==> config.mk <==
export PLATFORM = sky130hd
export DESIGN_NAME = burst_addr_gen
export DESIGN_NICKNAME = d
export VERILOG_FILES = /design/src/rtl/burst_addr_pkg.sv /design/src/rtl/burst_addr_ctrl.sv /design/src/rtl/burst_addr_dp.sv /design/src/rtl/burst_addr_gen.sv
export SDC_FILE = /design/constraint.sdc
export NUM_CORES = 1
export LEC_CHECK = 0
export ABC_CLOCK_PERIOD_IN_PS = 3500
export CORE_ASPECT_RATIO = 0.7
export CORE_UTILIZATION = 25
export CTS_CLUSTER_SIZE = 24
export DETAILED_ROUTE_END_ITERATION = 10
export DONT_BUFFER_PORTS = 1
export HOLD_SLACK_MARGIN = 0.05
export PLACE_DENSITY = 0.42
export SYNTH_ARGS = -nofsm -noshare
export SYNTH_HDL_FRONTEND = slang
export SYNTH_HIERARCHICAL = 1
export SYNTH_SLANG_ARGS = --single-unit
export TNS_END_PERCENT = 10
==> constraint.sdc <==
create_clock -name clk -period 3.5 [get_ports clk]
set_input_delay 0.875 -clock clk [delete_from_list [all_inputs] [get_ports clk]]
set_output_delay 0.875 -clock clk [all_outputs]
set_load 0.05 [all_outputs]
==> src/rtl/burst_addr_pkg.sv <==
package burst_addr_pkg;

  // Source of the address used on the coming edge, highest priority last
  typedef enum logic [1:0] {
    SRC_HOLD   = 2'd0,
    SRC_INCR   = 2'd1,
    SRC_EXT    = 2'd2,
    SRC_REPEAT = 2'd3
  } addrSrc_e;

  // Strobes handed from the control decoder to the datapath
  typedef struct packed {
    addrSrc_e src;
    logic     captureRep;
  } ctrlStrobe_t;

endpackage

==> src/rtl/burst_addr_ctrl.sv <==
module burst_addr_ctrl
  import burst_addr_pkg::*;
(
  input  logic        loadN,
  input  logic        countEnN,
  input  logic        repeatN,
  output ctrlStrobe_t strb
);

  // Priority: repeat, then strobe, then count enable, else hold
  always_comb begin
    if (!repeatN) begin
      strb.src = SRC_REPEAT;
    end else if (!loadN) begin
      strb.src = SRC_EXT;
    end else if (!countEnN) begin
      strb.src = SRC_INCR;
    end else begin
      strb.src = SRC_HOLD;
    end
    // The strobe always saves the return point, independent of repeat
    strb.captureRep = !loadN;
  end

endmodule

==> src/rtl/burst_addr_dp.sv <==
module burst_addr_dp
  import burst_addr_pkg::*;
#(
  parameter int ADDR_W = 18
) (
  input  logic              clk,
  input  logic              rstN,
  input  ctrlStrobe_t       strb,
  input  logic [ADDR_W-1:0] extAddr,
  output logic [ADDR_W-1:0] addrUsed
);

  localparam logic [ADDR_W-1:0] STEP   = ADDR_W'(1);
  localparam logic [ADDR_W-1:0] ZERO   = '0;
  localparam logic [ADDR_W-1:0] ALLONE = '1;

  logic [ADDR_W-1:0] prevAddr;
  logic [ADDR_W-1:0] repReg;
  logic [ADDR_W-1:0] incAddr;
  logic [ADDR_W-1:0] addrNext;

  // Modulo-2^ADDR_W increment, so all-ones wraps to zero
  assign incAddr = prevAddr + STEP;

  always_comb begin
    unique case (strb.src)
      SRC_REPEAT: addrNext = repReg;
      SRC_EXT:    addrNext = extAddr;
      SRC_INCR:   addrNext = incAddr;
      default:    addrNext = prevAddr;
    endcase
  end

  assign addrUsed = addrNext;

  always_ff @(posedge clk or negedge rstN) begin
    if (!rstN) begin
      prevAddr <= ZERO;
    end else begin
      prevAddr <= addrNext;
    end
  end

  // Return point: deliberately without reset
  always_ff @(posedge clk) begin
    if (strb.captureRep) begin
      repReg <= extAddr;
    end
  end

  AST_HOLD_REUSES: assert property (@(posedge clk) disable iff (!rstN)
    (strb.src == SRC_HOLD) |=> prevAddr == $past(prevAddr));
  AST_INCR_STEPS: assert property (@(posedge clk) disable iff (!rstN)
    (strb.src == SRC_INCR) |=> prevAddr == $past(prevAddr) + STEP);
  AST_WRAP_ZERO: assert property (@(posedge clk) disable iff (!rstN)
    (strb.src == SRC_INCR && prevAddr == ALLONE) |=> prevAddr == ZERO);
  AST_CAPTURE_REP: assert property (@(posedge clk) disable iff (!rstN)
    strb.captureRep |=> repReg == $past(extAddr));
  AST_REPEAT_RETURNS: assert property (@(posedge clk) disable iff (!rstN)
    (strb.src == SRC_REPEAT) |=> prevAddr == $past(repReg));

endmodule

==> src/rtl/burst_addr_gen.sv <==
module burst_addr_gen
  import burst_addr_pkg::*;
#(
  parameter int ADDR_W = 18
) (
  input  logic              clk,
  input  logic              rstN,
  input  logic [ADDR_W-1:0] extAddr,
  input  logic              loadN,
  input  logic              countEnN,
  input  logic              repeatN,
  output logic [ADDR_W-1:0] addrUsed
);

  ctrlStrobe_t strb;

  burst_addr_ctrl u_ctrl (
    .loadN    (loadN),
    .countEnN (countEnN),
    .repeatN  (repeatN),
    .strb     (strb)
  );

  burst_addr_dp #(.ADDR_W(ADDR_W)) u_dp (
    .clk      (clk),
    .rstN     (rstN),
    .strb     (strb),
    .extAddr  (extAddr),
    .addrUsed (addrUsed)
  );

  AST_REPEAT_FIRST: assert property (@(posedge clk) disable iff (!rstN)
    !repeatN |-> strb.src == SRC_REPEAT);
  AST_STROBE_USES_EXT: assert property (@(posedge clk) disable iff (!rstN)
    (repeatN && !loadN) |-> addrUsed == extAddr);
  AST_USED_BECOMES_PREV: assert property (@(posedge clk) disable iff (!rstN)
    (repeatN && loadN && countEnN) |=> addrUsed == $past(addrUsed) || !loadN || !repeatN || !countEnN);

endmodule

; Word level (Yosys, flattened, before mapping)
; Cells that the tools add are included.
[classes]
n_addsub = 1
n_eq_ne = 3
muxes = 4
[ops]
columns = operator, count
row1 = case mux 18 bit (3 select lines), 1
row2 = adder 18 x 1 -> 18 bit (second input constant), 1
row3 = equality test 2 bit (second input constant), 2
row4 = two-way mux 2 bit, 2
row5 = equality test 2 x 1 -> 1 bit (second input constant), 1
row6 = two-way mux 1 bit, 1
[word_totals]
ff_bits = 36
input_bits = 23
output_inout_bits = 18
wordCells = 10

; Logic depth before layout (Yosys ltp)
; Gate-level depths: netlist (run 1).
[logic_depth]
ltp_word = 5
depth_mapped = 8
ltp_nobuf = 6

; By module
; Netlist (run 1), hierarchy kept.
[modules_own_cells]
columns = module, n_inst, cells_each, area_each_um2, seq_area_each_um2
row1 = burst_addr_dp, 1, 153, 1850.5, 991.0
row2 = burst_addr_ctrl, 1, 3, 16.3, 0.0

; Least setup slack after synthesis (run 1)
; OpenSTA, ideal clock, no wires.
[synth_path]
kind = input-to-output
from = input loadN
to = output addrUsed[16]
arrival_ps = 3001
t_required_ps = 2625
setup_slack_ps = -376
path_stages = 6
path_buffers = 2
cell_sequence = inv_2 o21ai_2 clkbuf_1 buf_2 nor2b_1 a311oi_1
[synth_rtl]
columns = element, line
row1 = "start, declared", burst_addr_gen.sv:9  ; input logic loadN,
row2 = "end, declared", burst_addr_gen.sv:12  ; output logic [ADDR_W-1:0] addrUsed

==> run summary, run 1 <==
Synth top area cells - edfxtp_1 (29%), dfrtp_1 (24%), mux2i_1 (9.1%)
H-Tree Level Count - 2
Slew Limit Headroom - 0.197
Worst Hold Class - in2async
Worst Max-Slew Pin Slew - 1.17 ns
CTS Buffer Depth - 2
Critical path endpoint category - output pin
Syn. warnings - 6
Crit path DAT - 2.46 ns
First-pass GRT wire length - 7.52 mm
Critical Path RT - 2.62 ns
Final WS setup - 0.163 ns
Mean area per synthesized cell - 12.0 um2
Largest family of logic cells by synthesized area - simple AND/OR/NAND/NOR gates
Hold Slack - 0.271 ns
Hold_buf cts - 0
Initial antenna violation count - 0
Buffers on Ports - 0
Yosys reg bits - 36
Routed Antenna Nets - 0
Num ports - 41
# DRC - 0
Wire length per cell - 17.3 um
CTS Sinks - 36
CP Max Fanout - 4
Nets@finish - 197
Fmax - 300 MHz
Minimum clock period - 3.34 ns
Vias/cell - 4.88
Num CTS Buffers - 5
Max-Cap Viols - 0
Root Buffer - clkbuf_8
DRT iter0 DRCs - 76
Die X - 105 um
FF-to-FF path depth - 4
Total track usage - 0.130
Pwr/cell area - 544 nW/um2
Worst Skew - 0.0118 ns
Worst slack at placement - 0.174 ns
Yosys top cell area share - 0.290
Setup Fix Bufs, Post-CTS - 0
Pleak - 0.000860 uW
RSZ-0062 raised after global routing - no
Core Rows - 25
Dpl hpwl - 3.37 mm
Post-synthesis mux area share - 0.115
Antenna cells - 0
CP Class - in2out
Final setup fails - 0
Post-synthesis adder-cell area fraction - 0.00670
Outcome - completed
Area Growth Syn to Fin - 18.4%
Cell count after synthesis - 156
Post-CTS sizing - 0
FF-to-FF setup slack - 1.35 ns
Final Max Tran Viols - 0
Most area-hungry cell type in the Yosys netlist - edfxtp_1
Initial core utilization - 0.268
Pin count of the biggest net entering global routing - 21
Routed WL - 4.63 mm
Final Hold Viols - 0
Crit path launch type - input port
Core ar. - 6980 um2
Complex-gate fraction of the synthesized area - 0.0938
XOR/XNOR Fraction of Synth Area - 0.0469
Register area share after synthesis - 0.531
Skew-Pair Late Insertion Delay - 0.29 ns
Reg clk slew, reported paths - 0.08 ns
Die area - 7820 um2
GRT Residual Overflow - 0
DR pass1 iterations - 4
Share of cells above drive strength 1 - 0.241
Die Ht - 74.3 um
Vias in the first global route - 1390
Peak VDD IR - 0.168 mV
Fin crit share - 0.953
CTS tree - done
Synthesized cell area - 1870 um2
Gpl congestion - 0.807
Vias - 1309
Simple-Gate Fraction of Synth Area - 0.179
Synthesized Nets - 180
Library cells used by synthesis - 45
## metrics by stage
stage                util  setup TNS [ns]  power (uW)  instance area, um2  instances
floorplan               -          -0.678         757                1870        156
global placement    0.300               0         830                2090        260
detailed placement  0.300               0         832                2090        260
CTS                 0.317               0        1220                2210        268
global route        0.317               0        1260                2210        268
finish              0.317               0        1200                2210        268
## sequential cells by signal, indices dropped and copies added, names as in the netlist
register and count:
u_dp/prevAddr 18, u_dp/repReg 18
## layout make-up
type / count / area [um2]
multi-input combinational: 109 / 836
sequential: 36 / 991
tap: 94 / 118
timing repair buffer: 19 / 143
inverter: 2 / 7.51
fill: 705 / 4760
clock buffer: 6 / 82.6
clock inverter: 2 / 33.8
## worst max-delay path, cell delays in order
cell	delay, ns
inv_2	0.02
o21ai_2	0.16
nand3_1	0.22
nor3_2	0.25
xnor2_1	0.10
o21ai_1	0.84
## power by group
part | total [uW] | internal, uW | switching [uW]
clock | 380 | 230 | 151
sequential | 537 | 493 | 43.9
combinational | 286 | 88.9 | 197
total | 1200 | 811 | 392
## cells by family after synthesis
family,after synthesis
flip-flops,36
buffers and inverters,11
AND/OR/NAND/NOR,54
AO/OA/AOI/OAI,24
XOR/XNOR,10
multiplexers,20
adder cells (fa/ha/maj),1
## layer usage
metal / track usage / vias to the layer above / wire length [um]
met1: 0.178 / 638 / 2210
li1: - / 618 / -
met3: 0.0613 / 4 / 489
met4: 0.0282 / 0 / 29
met5: 0 / - / 0
met2: 0.184 / 49 / 1900
## worst paths after layout
path / to / start
setup / recovery: addrUsed[9] / loadN
hold / removal: u_dp/prevAddr[2] / rstN
setup reg to reg: u_dp/prevAddr[9] / u_dp/prevAddr[5]
hold reg to reg: u_dp/prevAddr[0] / u_dp/repReg[0]
max in group asynchronous: u_dp/prevAddr[6] / rstN
min in group clk: u_dp/prevAddr[0] / u_dp/repReg[0]
## synth_stat cells (all sizes together)
master	number
nand4	7
mux2	2
nor2	10
a21boi	1
o31a	1
edfxtp	18
a211oi	3
mux2i	17
xor2	4
o2bb2ai	1
and4	3
nand3	5
mux4	1
nor3b	1
inv	2
or2	1
nand2	14
o221ai	1
nor3	4
a2bb2oi	1
a211o	1
a21oi	5
o21ai	5
nor4	3
and3	1
a41oi	1
a311oi	2
xnor2	6
o22ai	1
ha	1
nor2b	4
buf	8
clkbuf	1
o22a	1
nand2b	1
dfrtp	18
## cell usage in the layout, fill, tap and decap left out, types with 4 or more instances in the layout
master,count
a21oi_1,5
buf_4,19
clkbuf_8,6
dfrtp_1,18
edfxtp_1,18
mux2i_1,17
nand2_1,14
nand3_1,4
nand4_1,5
nor2_1,10
nor2b_1,4
xnor2_1,6
xor2_1,4
No activity file was read; power rests on OpenSTA's default activity.
==> run 2, diff against run 1 <==
ABC_CLOCK_PERIOD_IN_PS = 3600   (was 3500)
CORE_MARGIN = 2   (was not set)
clock period = 3.6 ns   (was 3.5 ns; I/O delays follow)
==> run summary, run 2 (synthesis results as in run 1) <==
Outcome - completed
Hold Slack - 0.301 ns (+0.0306 ns)
Final Hold Viols - 0 (unchanged)
Num ports - 41 (unchanged)
Die X - 107 um (+1.9%)
# fillers - 742 (+5.2%)
DRT iter0 DRCs - 47 (-38%)
Vias - 1244 (-5.0%)
Total track usage - 0.116 (-0.0141)
Initial antenna violation count - 0 (unchanged)
Slew Limit Headroom - 0.189 (-0.00768)
DR pass1 iterations - 4 (unchanged)
Post-CTS sizing - 0 (unchanged)
GRT Residual Overflow - 0 (unchanged)
Vias in the first global route - 1318 (-5.2%)
Pleak - 0.000829 uW (-3.6%)
Routed WL - 4.34 mm (-6.3%)
Layout Utilization - 0.300 (-0.0174)
CP Class - in2out
Pin count of the biggest net entering global routing - 20 (-4.8%)
Initial core utilization - 0.257 (-0.0103)
Core Rows - 26 (+4.0%)
Pwr/cell area - 525 nW/um2 (-3.5%)
Wire length per cell - 16.2 um (-5.9%)
CTS Buffer Depth - 2 (unchanged)
CTS tree - done
Vias/cell - 4.66 (-4.6%)
Crit path launch type - input port
First-pass GRT wire length - 7.27 mm (-3.4%)
Worst Skew - 0.00407 ns (-0.00776 ns)
Antenna cells - 0 (unchanged)
Routed Antenna Nets - 0 (unchanged)
Worst Max-Slew Pin Slew - 1.18 ns (+0.0112 ns)
Root Buffer - clkbuf_8
Dpl hpwl - 3.15 mm (-6.5%)
Hold_buf cts - 0 (unchanged)
Buffers on Ports - 0 (unchanged)
Fmax - 291 MHz
Worst Hold Class - in2async
Setup Fix Bufs, Post-CTS - 0 (unchanged)
Critical Path RT - 2.70 ns (+0.08 ns)
Final setup fails - 0 (unchanged)
Fin crit share - 0.954
Die area - 8180 um2 (+4.6%)
Num CTS Buffers - 5 (unchanged)
Core ar. - 7250 um2 (+4.0%)
Critical path endpoint category - output pin
Worst Setup SP - loadN
Max-Cap Viols - 0 (unchanged)
Share of cells above drive strength 1 - 0.225 (-0.0165)
Commonest non-fill, non-tap cells in the layout - dfrtp_1 (18), edfxtp_1 (18), mux2i_1 (16), buf_4 (14), nand2_1 (14)
FF-to-FF setup slack - 1.14 ns (-0.21 ns)
Final Max Tran Viols - 0 (unchanged)
CP Max Fanout - 13 (+9)
# DRC - 0 (unchanged)
Reg clk slew, reported paths - 0.08 ns (about the same)
Nets@finish - 192 (-2.5%)
Largest regs - u_dp/prevAddr x18, u_dp/repReg x18
Die Ht - 76.3 um (+2.7%)
R2R Path Start - u_dp/prevAddr[1]
Peak VDD IR - 0.164 mV (-2.2%)
Gpl congestion - 0.773 (-4.2%)
Area Growth Syn to Fin - 16.4%
Skew-Pair Late Insertion Delay - 0.28 ns (about the same)
RSZ-0062 raised after global routing - no
H-Tree Level Count - 2 (unchanged)
CTS Sinks - 36 (unchanged)
FF-to-FF path depth - 5 (+1)
Crit path DAT - 2.54 ns (+0.08 ns)
Minimum clock period - 3.44 ns
==> run 2: where the power goes <==
part,switching [uW],leakage (uW),internal [uW]
Combinational,189,0.000388,78.7
Sequential,39.9,0.000386,479
Clock,149,0.0000552,206
Total,378,0.000829,764
==> run 2: metal layers <==
metal  GRT usage  wire (um)  part of all wire  vias up
met5           0          0                 0        -
met4      0.0312         17            0.0039        0
met3      0.0573        412             0.095        2
met2       0.154       1760              0.41       34
met1       0.164       2150              0.50      598
li1            -          -                 -      610
==> run 2: metrics by stage <==
step | setup slack (ns) | cells | setup TNS [ns] | cell area, um2 | total power, uW
2_1_floorplan | -0.197 | 156 | -0.497 | 1870 | 736
3_3_place_gp | 0.102 | 259 | 0 | 2060 | 795
3_5_place_dp | 0.0876 | 259 | 0 | 2060 | 797
4_1_cts | 0.0766 | 267 | 0 | 2170 | 1160
5_1_grt | 0.000658 | 267 | 0 | 2170 | 1200
6_report | 0.164 | 267 | 0 | 2170 | 1140
==> run 2: cell type report <==
type,instances,area (um2),area share
flip-flops and latches,36,991,0.456
multi-input cells,109,840,0.386
well taps,98,123,0.0564
repair buffers,14,105,0.0484
clock buffers,6,72.6,0.0334
clock inverters,2,35.0,0.0161
inverters,2,7.51,0.00345
==> run 2: critical path, cell delays in order <==
cell and delay [ns]:
inv_2 0.02, o21ai_2 0.15, buf_4 0.23, nand4_1 0.13, xnor2_1 0.17, nor2_1 0.06
a21oi_1 0.86
==> run 2: final timing paths <==
path,endpoint
max,addrUsed[4]
min,u_dp/prevAddr[1]
max reg2reg,u_dp/prevAddr[12]
min reg2reg,u_dp/prevAddr[17]
max in group asynchronous,u_dp/prevAddr[15]
min in group clk,u_dp/prevAddr[17]
==> run 3, diff against run 2 <==
CORE_ASPECT_RATIO = not set   (was 0.7)
CORE_MARGIN = 5   (was 2)
==> run summary, run 3 (synthesis results as in run 1) <==
Hold Slack - 0.302 ns (+0.000582 ns)
Fin crit share - 0.928 (-0.0263)
Hold_buf cts - 0 (unchanged)
CTS tree - done
Skew-Pair Late Insertion Delay - 0.28 ns (about the same)
Fmax - 299 MHz (+2.8%)
Area Growth Syn to Fin - 19.0%
Share of cells above drive strength 1 - 0.241 (+0.0165)
Initial core utilization - 0.257 (about the same)
Multi-input combinational cell area - 836 um2 (-0.45%)
Commonest non-fill, non-tap cells in the layout - buf_4 (18), dfrtp_1 (18), edfxtp_1 (18), mux2i_1 (17), nand2_1 (14)
Final Max Tran Viols - 0 (unchanged)
CP Class - in2out
CTS Buffer Depth - 2 (unchanged)
Peak VDD IR - 0.185 mV (+13%)
Minimum clock period - 3.34 ns (-0.0947 ns)
Inst Count DP - 265 (+2.3%)
Worst Skew - 0.00857 ns (+0.00450 ns)
FF/Latch Area - 991 um2 (unchanged)
Fin cells - 273 (+2.2%)
Nets@finish - 197 (+2.6%)
Antenna cells - 0 (unchanged)
Final Hold Viols - 0 (unchanged)
Largest regs - u_dp/prevAddr x18, u_dp/repReg x18
Final Instance Area - 2220 um2 (+2.2%)
CP max stage delay - 0.81 ns (-0.05 ns)
Pin count of the biggest net entering global routing - 33 (+65%)
Num CTS Buffers - 5 (unchanged)
Routed Antenna Nets - 0 (unchanged)
Core Rows - 31 (+19%)
Sequential power share - 0.453 (-0.002)
Dpl hpwl - 3.27 mm (+3.9%)
First-pass GRT wire length - 7.22 mm (-0.56%)
RSZ-0062 raised after global routing - no
Pleak - 0.000861 uW (+4.0%)
FF-to-FF setup slack - 1.27 ns (+0.13 ns)
Critical path endpoint category - output pin
WP buf/inv - 1 (-1)
Initial antenna violation count - 0 (unchanged)
Num ports - 41 (unchanged)
Buffers on Ports - 0 (unchanged)
Die X - 96.4 um (-10%)
Switching Fraction - 0.326 (-0.00482)
Vias/cell - 4.68 (+0.40%)
Wire length per cell - 16.4 um (+1.2%)
Crit path launch type - input port
Setup Fix Bufs, Post-CTS - 0 (unchanged)
Clk pwr share - 0.304 (-0.007)
Psw - 375 uW (-0.65%)
Cell-internal power - 775 uW (+1.5%)
DR pass1 iterations - 4 (unchanged)
Total track usage - 0.104 (-0.0118)
Crit-path leading delay family - compound AO/OA/AOI/OAI gates
R2R Path Start - u_dp/prevAddr[0]
Root Buffer - clkbuf_8
Post-CTS sizing - 0 (unchanged)
DRT iter0 DRCs - 39 (-17%)
Placed cell area - 2110 um2 (+2.5%)
CP Max Fanout - 4 (-9)
Final setup fails - 0 (unchanged)
Pwr/cell area - 518 nW/um2 (-1.3%)
FF-to-FF path depth - 4 (-1)
Max-Cap Viols - 0 (unchanged)
Outcome - completed
Vias - 1277 (+2.7%)
Critical Path RT - 2.70 ns (about the same)
# fillers - 742 (unchanged)
Crit path DAT - 2.44 ns (-0.10 ns)
Gpl congestion - 0.826 (+6.8%)
CP max-delay cell - o21ai_1
GRT Residual Overflow - 0 (unchanged)
Crit path cell chain - inv_2 -> o21ai_2 -> nand3_1 -> nor3_2 -> xnor2_1 -> o21ai_1
Routed WL - 4.49 mm (+3.5%)
Die area - 9290 um2 (+14%)
Core ar. - 7250 um2 (about the same)
Final WS setup - 0.259 ns (+0.0947 ns)
# DRC - 0 (unchanged)
Reg clk slew, reported paths - 0.08 ns (about the same)
Logic pwr share - 0.243 (+0.008)
Worst Hold Class - in2async
Reg-to-reg endpoint - u_dp/prevAddr[16]
H-Tree Level Count - 2 (unchanged)
Die Ht - 96.4 um (+26%)
Worst slack at placement - 0.207 ns (+0.119 ns)
Worst Max-Slew Pin Slew - 1.04 ns (-0.140 ns)
Vias in the first global route - 1351 (+2.5%)
CTS Sinks - 36 (unchanged)
Slew Limit Headroom - 0.300 (+0.111)
## run 3: changes by cell type in the layout (fill, tap and decap cells not counted)
| cell | delta |
|---|---|
| buf_12 | +1 |
| buf_4 | +4 |
| mux2i_1 | +1 |
| mux2i_2 | -1 |
## run 3: worst max-delay path by stage
stage | from | to | slack (ns) | cells after the start
after floorplan | loadN | addrUsed[14] | -0.20 | 7
after global placement | loadN | addrUsed[9] | 0.23 | 6
after detailed placement | loadN | addrUsed[9] | 0.21 | 6
after CTS | loadN | addrUsed[9] | 0.20 | 6
after global routing | loadN | addrUsed[9] | 0.1 | 6
final | loadN | addrUsed[9] | 0.26 | 6
## run 3: area by class of cell
type                            instances  share of cell area
Clock buffer                            6              0.0327
Clock inverter                          2              0.0158
Inverter                                2             0.00338
Multi-Input combinational cell        109               0.376
Sequential cell                        36               0.446
Tap cell                               99              0.0558
Timing Repair Buffer                   19              0.0699
## run 3: stage by stage
step / util / setup TNS, ns / total power [uW]
2_1_floorplan: - / -0.497 / 736
3_3_place_gp: 0.291 / 0 / 810
3_5_place_dp: 0.291 / 0 / 813
4_1_cts: 0.306 / 0 / 1170
5_1_grt: 0.306 / 0 / 1210
6_report: 0.306 / 0 / 1150
## run 3: worst reg2reg max path, cell delays in order (launching register included)
cell,delay [ns]
dfrtp_1,0.45
ha_1,0.24
and4_1,0.39
a311oi_1,0.16
a311oi_2,0.89
## run 3: power by group through the flow
stage | logic, uW | registers, uW | clock network [uW]
4_1_cts | 285 | 522 | 364
3_5_place_dp | 283 | 529 | 0
3_3_place_gp | 282 | 528 | 0
5_1_grt | 301 | 528 | 383
6_report | 280 | 521 | 350
2_1_floorplan | 218 | 519 | 0
## run 3: per-layer routing
layer / part of all wire / GRT usage / vias to the layer above
met1: 0.41 / 0.120 / 618
met2: 0.46 / 0.158 / 37
met4: 0.026 / 0.0491 / 0
met3: 0.10 / 0.0542 / 8
li1: - / - / 614
met5: 0 / 0 / -
